**src/rtl/adc_rd_pkg.sv**
```systemverilog
package adc_rd_pkg;
  typedef enum logic [1:0] {ST_IDLE, ST_SETUP, ST_RUN} seq_st_t;

  // Number of rising data-clock edges in a frame
  function automatic int frame_rises(int data_w, bit chk);
    return chk ? (2 * data_w + 2) : (data_w + 3);
  endfunction
endpackage

```
**src/rtl/adc_rd_divider.sv**
```systemverilog
module adc_rd_divider #(
  parameter int HALF_DIV = 625
) (
  input  logic clk,
  input  logic rst_n,
  input  logic clr,
  input  logic run,
  output logic tc
);
  localparam int CNT_W = (HALF_DIV > 1) ? $clog2(HALF_DIV) : 1;
  localparam logic [CNT_W-1:0] LAST = CNT_W'(HALF_DIV - 1);

  logic [CNT_W-1:0] cnt;

  assign tc = run && (cnt == LAST);

  always_ff @(posedge clk) begin
    if (!rst_n)      cnt <= '0;
    else if (clr)    cnt <= '0;
    else if (run)    cnt <= tc ? '0 : cnt + 1'b1;
  end
endmodule

```
**src/rtl/adc_rd_sequencer.sv**
```systemverilog
module adc_rd_sequencer
  import adc_rd_pkg::*;
#(
  parameter int DATA_W = 12,
  parameter int K_W    = 5
) (
  input  logic           clk,
  input  logic           rst_n,
  input  logic           req,
  input  logic           chk_req,
  input  logic           tc,
  output logic           cs_n,
  output logic           sclk,
  output logic           busy,
  output logic           launch,
  output logic           rise_evt,
  output logic [K_W-1:0] rise_idx,
  output logic           done
);
  localparam logic [K_W-1:0] LAST_NORM = K_W'(frame_rises(DATA_W, 1'b0));
  localparam logic [K_W-1:0] LAST_CHK  = K_W'(frame_rises(DATA_W, 1'b1));

  seq_st_t        st;
  logic           chk_mode;
  logic [K_W-1:0] k;
  logic [K_W-1:0] last_k;

  assign busy     = (st != ST_IDLE);
  assign launch   = (st == ST_IDLE) && req;
  assign last_k   = chk_mode ? LAST_CHK : LAST_NORM;
  assign rise_evt = tc && !sclk;
  assign rise_idx = k + 1'b1;
  assign done     = tc && sclk && (st == ST_RUN) && (k == last_k);

  always_ff @(posedge clk) begin
    if (!rst_n) begin
      st       <= ST_IDLE;
      cs_n     <= 1'b1;
      sclk     <= 1'b0;
      chk_mode <= 1'b0;
      k        <= '0;
    end else begin
      unique case (st)
        ST_IDLE: if (launch) begin
          st       <= ST_SETUP;
          cs_n     <= 1'b0;
          chk_mode <= chk_req;
          k        <= '0;
        end
        ST_SETUP: if (tc) begin
          st   <= ST_RUN;
          sclk <= 1'b1;
          k    <= rise_idx;
        end
        ST_RUN: if (tc) begin
          if (sclk) begin
            sclk <= 1'b0;
            if (k == last_k) begin
              st   <= ST_IDLE;
              cs_n <= 1'b1;
            end
          end else begin
            sclk <= 1'b1;
            k    <= rise_idx;
          end
        end
        default: st <= ST_IDLE;
      endcase
    end
  end
endmodule

```
**src/rtl/adc_rd_capture.sv**
```systemverilog
module adc_rd_capture #(
  parameter int DATA_W = 12,
  parameter int K_W    = 5
) (
  input  logic              clk,
  input  logic              rst_n,
  input  logic              launch,
  input  logic              rise_evt,
  input  logic [K_W-1:0]    rise_idx,
  input  logic              miso,
  input  logic              done,
  output logic [DATA_W-1:0] data_o,
  output logic              mismatch_o
);
  localparam logic [K_W-1:0] D_FIRST = K_W'(4);
  localparam logic [K_W-1:0] D_LAST  = K_W'(DATA_W + 3);
  localparam logic [K_W-1:0] C_FIRST = K_W'(DATA_W + 4);
  localparam logic [K_W-1:0] C_LAST  = K_W'(2 * DATA_W + 2);

  logic [DATA_W-1:0] shreg;
  logic [DATA_W-1:0] shifted;
  logic [K_W-1:0]    ofs;
  logic              err;
  logic              in_data, in_chk;

  assign in_data = (rise_idx >= D_FIRST) && (rise_idx <= D_LAST);
  assign in_chk  = (rise_idx >= C_FIRST) && (rise_idx <= C_LAST);
  assign ofs     = rise_idx - D_LAST;
  assign shifted = shreg >> ofs;

  always_ff @(posedge clk) begin
    if (!rst_n) begin
      shreg      <= '0;
      err        <= 1'b0;
      data_o     <= '0;
      mismatch_o <= 1'b0;
    end else begin
      if (launch) begin
        err <= 1'b0;
      end else if (rise_evt) begin
        if (in_data)
          shreg <= {shreg[DATA_W-2:0], miso};
        else if (in_chk && (miso != shifted[0]))
          err <= 1'b1;
      end
      if (done) begin
        data_o     <= shreg;
        mismatch_o <= err;
      end
    end
  end
endmodule

```
**src/rtl/adc_serial_reader.sv**
```systemverilog
module adc_serial_reader #(
  parameter int DATA_W   = 12,
  parameter int HALF_DIV = 625
) (
  input  logic              clk,
  input  logic              rst_n,
  input  logic              start_i,
  input  logic              tick_i,
  input  logic              check_en_i,
  output logic              adc_cs_n_o,
  output logic              adc_sclk_o,
  input  logic              adc_miso_i,
  output logic [DATA_W-1:0] data_o,
  output logic              valid_o,
  output logic              busy_o,
  output logic              mismatch_o
);
  localparam int K_W = $clog2(2 * DATA_W + 3);

  logic           tc, launch, rise_evt, done;
  logic [K_W-1:0] rise_idx;

  adc_rd_divider #(.HALF_DIV(HALF_DIV)) i_div (
    .clk  (clk),
    .rst_n(rst_n),
    .clr  (launch),
    .run  (busy_o),
    .tc   (tc)
  );

  adc_rd_sequencer #(.DATA_W(DATA_W), .K_W(K_W)) i_seq (
    .clk     (clk),
    .rst_n   (rst_n),
    .req     (start_i | tick_i),
    .chk_req (check_en_i),
    .tc      (tc),
    .cs_n    (adc_cs_n_o),
    .sclk    (adc_sclk_o),
    .busy    (busy_o),
    .launch  (launch),
    .rise_evt(rise_evt),
    .rise_idx(rise_idx),
    .done    (done)
  );

  adc_rd_capture #(.DATA_W(DATA_W), .K_W(K_W)) i_cap (
    .clk       (clk),
    .rst_n     (rst_n),
    .launch    (launch),
    .rise_evt  (rise_evt),
    .rise_idx  (rise_idx),
    .miso      (adc_miso_i),
    .done      (done),
    .data_o    (data_o),
    .mismatch_o(mismatch_o)
  );

  always_ff @(posedge clk) begin
    if (!rst_n) valid_o <= 1'b0;
    else        valid_o <= done;
  end
endmodule

```
**config.mk**
```make
export PLATFORM = sky130hd
export DESIGN_NAME = adc_serial_reader
export DESIGN_NICKNAME = d
export VERILOG_FILES = /design/src/rtl/adc_rd_pkg.sv /design/src/rtl/adc_rd_divider.sv /design/src/rtl/adc_rd_sequencer.sv /design/src/rtl/adc_rd_capture.sv /design/src/rtl/adc_serial_reader.sv
export SDC_FILE = /design/constraint.sdc
export NUM_CORES = 1
export LEC_CHECK = 0
export ABC_AREA = 1
export BUFFER_PORTS_ARGS = -buffer_cell sky130_fd_sc_hd__buf_2
export CELL_PAD_IN_SITES_DETAIL_PLACEMENT = 0
export CELL_PAD_IN_SITES_GLOBAL_PLACEMENT = 1
export CORE_ASPECT_RATIO = 1.75
export CORE_MARGIN = 2
export CORE_UTILIZATION = 38
export CTS_CLUSTER_SIZE = 16
export DETAILED_ROUTE_END_ITERATION = 16
export GPL_TIMING_DRIVEN = 0
export PLACE_DENSITY_LB_ADDON = 0.1
export REMOVE_ABC_BUFFERS = 1
export SLEW_MARGIN = 20
export SYNTH_ARGS = -nofsm -noshare
export SYNTH_HDL_FRONTEND = slang
export SYNTH_SLANG_ARGS = --single-unit
```
**constraint.sdc**
```tcl
create_clock -name clk -period 2.3 [get_ports clk]
set_clock_uncertainty 0.15 [all_clocks]
set_input_delay 0.345 -clock clk [delete_from_list [all_inputs] [get_ports clk]]
set_output_delay 0.345 -clock clk [all_outputs]
set_load 0.01 [all_outputs]
```
# Yosys cells after proc, flatten, opt, wreduce, memory -nomap -nowiden
# Index checks and enable logic that the tools add are counted.
# totals
output_inout_bits	17
ff_bits	47
elab_cells	79
input_bits	6
# op_classes
mux	22
eq_ne	11
bitwise	4
magnitude_cmp	4
n_addsub	3
n_shift	1
n_reduce_logical	23
# op_table
cell	count
$mux W5	5
$pmux W5 S3	1
$reduce_and A5 Y1	3
$shr A12 B5 Y1	1
$add A10 B1 Y10 const B	1
$eq A10 B10 Y1 const B	1
$mux W10	1
$mux W2	5
$logic_and A1 B1 Y1	9
$reduce_and A3 Y1	3
$ne A2 B2 Y1 const B	4
$mux W1	7
$pmux W2 S3	1
$reduce_bool A2 Y1	3
$add A5 B1 Y5 const B	1
$eq A5 B5 Y1	1
$ge A5 B3 Y1 const B	1
$ge A5 B5 Y1 const B	1
$le A5 B4 Y1 const B	1
$le A5 B5 Y1 const B	1
$sub A5 B4 Y5 const B	1
$ne A2 B1 Y1 const B	2
$pmux W1 S2	2
$not A1 Y1	3
other kinds (9)	9

# Logic depth before layout (Yosys ltp)
# logic_depth
word_depth	6
mapped_depth	16
depth_no_buf	15

# Cells and area by module
# Synthesis repeated with hierarchy kept, for this count alone.
# hier_totals
hier_cells	337
hier_area_um2	2427.3
# by_module_without_submodules
module	area_per_inst_um2	n_inst	cells_per_inst	seq_area_each_um2
adc_rd_capture	1149.9	1	152	520.5
adc_rd_sequencer	676.9	1	97	200.2
adc_rd_divider	561.8	1	82	200.2
adc_serial_reader	38.8	1	6	20.0

# Least setup slack after synthesis
# OpenSTA, ideal clock, no wires.
# synth_timing
path_kind	register to register
start	reg i_seq.k[0]
end	reg i_cap.shreg[10]
path_slack_ns	0.166
period_less_slack_ns	2.134
path_stages_with_launch	17
setup_time_ns	0.116
n_path_buf	2
t_arrival_ns	1.868
t_required_ns	2.034
path_cell_list	dfxtp_1 ha_1 inv_1 nand2_1 nand2_1 inv_1 nand2_1 nor2_1 ha_1 inv_1 nand2_1 nand2_1 or2_1 buf_6 buf_6 o21ai_1 a21oi_1
# synth_between
elab_chain_len	4
word_cells_on_any_way	5
classes_between	add/sub: 1; order compare: 2; reduce/logical: 2
# synth_rtl
element	line_no	rtl
start: declaration	adc_rd_sequencer.sv:25	logic [K_W-1:0] k;
start signal: assignment	adc_rd_sequencer.sv:53	k <= rise_idx;
start signal: assignment	adc_rd_sequencer.sv:64	k <= rise_idx;
$add A5 B1 Y5 (*)	adc_rd_sequencer.sv:32	assign rise_idx = k + 1'b1;
$ge A5 B3 Y1 / $le A5 B4 Y1 (equally long branches)	adc_rd_capture.sv:26	assign in_data = (rise_idx >= D_FIRST) && (rise_idx <= D_LAST);
$logic_and A1 B1 Y1 (*)	adc_rd_capture.sv:26	
$reduce_and A3 Y1 (no source line) (*)	-	
end signal: assignment	adc_rd_capture.sv:42	shreg <= {shreg[DATA_W-2:0], miso};
end: declaration	adc_rd_capture.sv:20	logic [DATA_W-1:0] shreg;
# Every way passes the cells marked *; elsewhere a longest branch is shown, timed or not.
# A chain may end at the register's enable or synchronous reset.

# Worst setup path after layout
# layout_timing
start	reg i_div.cnt[0]
end	reg i_cap.mismatch_o
# layout_between
elab_chain_len	5
# layout_rtl
element	line_no	rtl
start: declaration	adc_rd_divider.sv:13	logic [CNT_W-1:0] cnt;
start signal: assignment	adc_rd_divider.sv:20	else if (run) cnt <= tc ? '0 : cnt + 1'b1;
$eq A10 B10 Y1	adc_rd_divider.sv:15	assign tc = run && (cnt == LAST);
$logic_and A1 B1 Y1	adc_rd_divider.sv:15	
$logic_and A1 B1 Y1 (3 in series)	adc_rd_sequencer.sv:33	assign done = tc && sclk && (st == ST_RUN) && (k == last_k);
end signal: assignment	adc_rd_capture.sv:48	mismatch_o <= err;
end: declaration	adc_rd_capture.sv:13	output logic mismatch_o
# Every way passes these cells.

==> impl_metrics.csv <==
group,metric,value,unit
yosys,synth-compound-area-share,15.6,%
yosys,ys_top_cells_by_area,"dfxtp_1 (40%), nand2_1 (11%), nor2_1 (8.3%)",
drt,routed_wl,5930,um
critical_path,path_cells,"inv_1 -> ha_1 -> nand4_1 -> nor4_4 -> nand2_1 -> nor2_4 -> buf_12 -> inv_2 -> nor2_1 -> nor2_1",
finish,drive_gt1_share,14.9,%
sta,slew_viol_final,0,
floorplan,die_h,108,um
yosys,synth_top_area_share,39.9,%
pwr,vdd_drop_max,0.363,mV
finish,finish.instance_area,2760,um^2
placement,dp_hpwl,4150,um
yosys,synth-xor-area-share,0.743,%
yosys,syn_inst,343,
sta,period_share,92.4,%
finish,n_antenna_cell,0,
finish,fin_util,45.4,%
yosys,syn_area,2360,um^2
placement,placement.io_buffers,22,
yosys,synth_cell_type_count,27,
yosys,ys_seq_area_share,39.9,%
yosys,yosys_warnings,0,
finish,synthToLayoutAreaGrowth,17.1,%
yosys,synth.avg_cell_area,6.87,um^2
critical_path,worst_setup_path_end_kind,"register",
drt,route.detailed.drc,0,
cts,numCtsBuffers,5,
global_routing,grt_pass1_vias,2075,
cts,cts_tree,"done",
sta,timing.fmax,470,MHz
floorplan,initial_core_util,38.7,%
yosys,synthMuxAreaShare,0,%
sta,slew_headroom,67.0,%
yosys,synth_edf_count,0,
yosys,yosysMostFrequentCell,"nand2_1",
yosys,synth_common_cells,"nand2_1 (67), nor2_1 (52), dfxtp_1 (47), inv_1 (47), a21oi_1 (29)",
drt,drt_iter0_drc,87,
critical_path,critPathArrivalTime,2170,ps
critical_path,slowest_stage,"dfxtp_1",
drt,dr.pass1.iters,4,
yosys,synth.largest_area_cell,"dfxtp_1",
drt,num_vias,2170,
cts,postCtsHoldBufs,0,
yosys,synth_seq_cells,47,
yosys,synth_fa_ha_area_share,5.84,%
global_routing,grt_pass1_wl,9670,um
critical_path,critPathLaunchType,"register",
critical_path,crit_top_cell,"nor2_1",
cts,cts_max_path_buffers,2,
global_routing,grt_use_total,18.0,%
critical_path,path_max_fanout,14,
cts,cts-root-buf,"clkbuf_8",
finish,register_area,951,um^2
floorplan,fp.dieW,63.5,um
pwr,power.density,844,nW/um^2
critical_path,required,2340,ps
placement,place_congestion,0.741,
drt,drtAntennaViolNets,0,
placement,placed_area,2510,um^2
pwr,leakage,1.20,nW
yosys,yosys_most_used_dff,"dfxtp_1",
sta,final-setup-viol-count,0,
drt,vias_per_cell,4.83,
drt,routedWlPerCell,13.2,um
global_routing,overflow,0,
yosys,async_reset_ff_share,0,%
sta,fin_tns_setup,0,ps
sta,hold_viol,0,
yosys,yosys.area_share.simple,27.5,%
floorplan,fp-row-count,38,
yosys,synth_top_family_by_area,"simple AND/OR/NAND/NOR gates",
cts,cts.sinks,47,
cts,clkLatencyLatePin,290,ps
finish,multiInputGateArea,1270,um^2
placement,dp_cells,436,
finish,final_cells,449,
global_routing,grt_max_degree,32,
min_path,hold_class,"input port to register",
floorplan,core,6090,um^2
critical_path,critical_path_class,"register to register",
floorplan,dieArea,6870,um^2
global_routing,antenna_found_initial,0,
flow_run,maxCapViolCount,0,
cts,path_clk_slew,80,ps
sta,tightest_slew,495,ps
finish,n_fill_cell,689,
finish,nets,386,
cts,htree_levels,2,
run_status,status,"finished, final reports clean",
critical_path,critPathMaxStageDelay,320,ps
floorplan,ios,23,
sta,fin_crit,2130,ps
## cell type report
type                       count  area share [%]
inverter                      49            6.66
multi-input combinational    240            46.0
clock buffer                   6            2.63
clock inverter                 1            1.09
sequential                    47            34.4
tap                           80            3.62
timing repair buffer          26            5.53
## final timing paths
check | from | end | slack, ps | depth (start not counted)
min | check_en_i | i_seq.chk_mode | 150 | 3
max reg2reg | i_div.cnt[0] | i_cap.mismatch_o | 170 | 10
max | i_div.cnt[0] | i_cap.mismatch_o | 170 | 10
min reg2reg | i_cap.err | i_cap.err | 300 | 2
## where the power goes
group          switching [mW]  internal (mW)  total (mW)
clock network           0.261          0.319       0.580
registers              0.0514          0.874       0.926
logic                   0.565          0.259       0.824
## cells by family after synthesis
family / count (synthesis)
compound gates: 71
xor+xnor: 2
fa+ha+maj: 11
buf+inv: 58
flops: 47
simple gates: 154
## critical path, delay by kind of cell, from the launching register on
kind | cells | cell delay [ps]
buffers and inverters | 3 | 370
and+or+nand+nor | 6 | 970
adders and majority gates | 1 | 210
DFF | 1 | 320
## per-stage QoR
| stage | hold slack [ps] | total power [mW] | setup slack, ps |
|---|---|---|---|
| floorplan | 279 | 1.43 | -106 |
| global placement | 292 | 1.64 | -823 |
| detailed placement | 295 | 1.65 | -842 |
| CTS | 137 | 2.34 | -16.8 |
| global route | 153 | 2.51 | -7.11 |
| finish | 147 | 2.33 | 174 |
## metal layers
layer | up-vias | global-route usage (%) | routed length, um
met4 | 0 | 6.52 | 115
met2 | 19 | 37.1 | 3460
li1 | 1156 | - | -
met3 | 9 | 2.19 | 96
met5 | - | 0 | 0
met1 | 986 | 17.8 | 2250
## flip-flops by register name, indices dropped and copies added, names as in the netlist
register and count:
i_cap.data_o 12, i_cap.err 1, i_cap.mismatch_o 1, i_cap.shreg 12
i_div.cnt 10, i_seq.chk_mode 1, i_seq.cs_n 1, i_seq.k 5
i_seq.sclk 1, i_seq.st 2, valid_o 1
## timing repair
| item | 4_1_cts | 5_1_grt |
|---|---|---|
| pin swaps | 2 | 1 |
| resized for setup | 14 | 14 |
| gates cloned | 1 | 1 |
| buffers inserted | 4 | 0 |
| endpoints found under the setup margin | 35 | 36 |
## cells in the final DEF (no fill, tap or decap), drive strengths merged
cell / count
nor2: 52
a211oi: 1
nand2: 68
bufinv: 1
nand4: 10
buf: 26
nor4: 2
o22ai: 1
dfxtp: 47
inv: 49
or2: 3
xor2: 1
clkbuf: 6
nor3b: 2
xnor2: 1
nand3: 13
ha: 11
o21a: 2
o32ai: 1
nor3: 6
a21oi: 29
o21ai: 37
No activity file was read; power rests on OpenSTA's default activity.
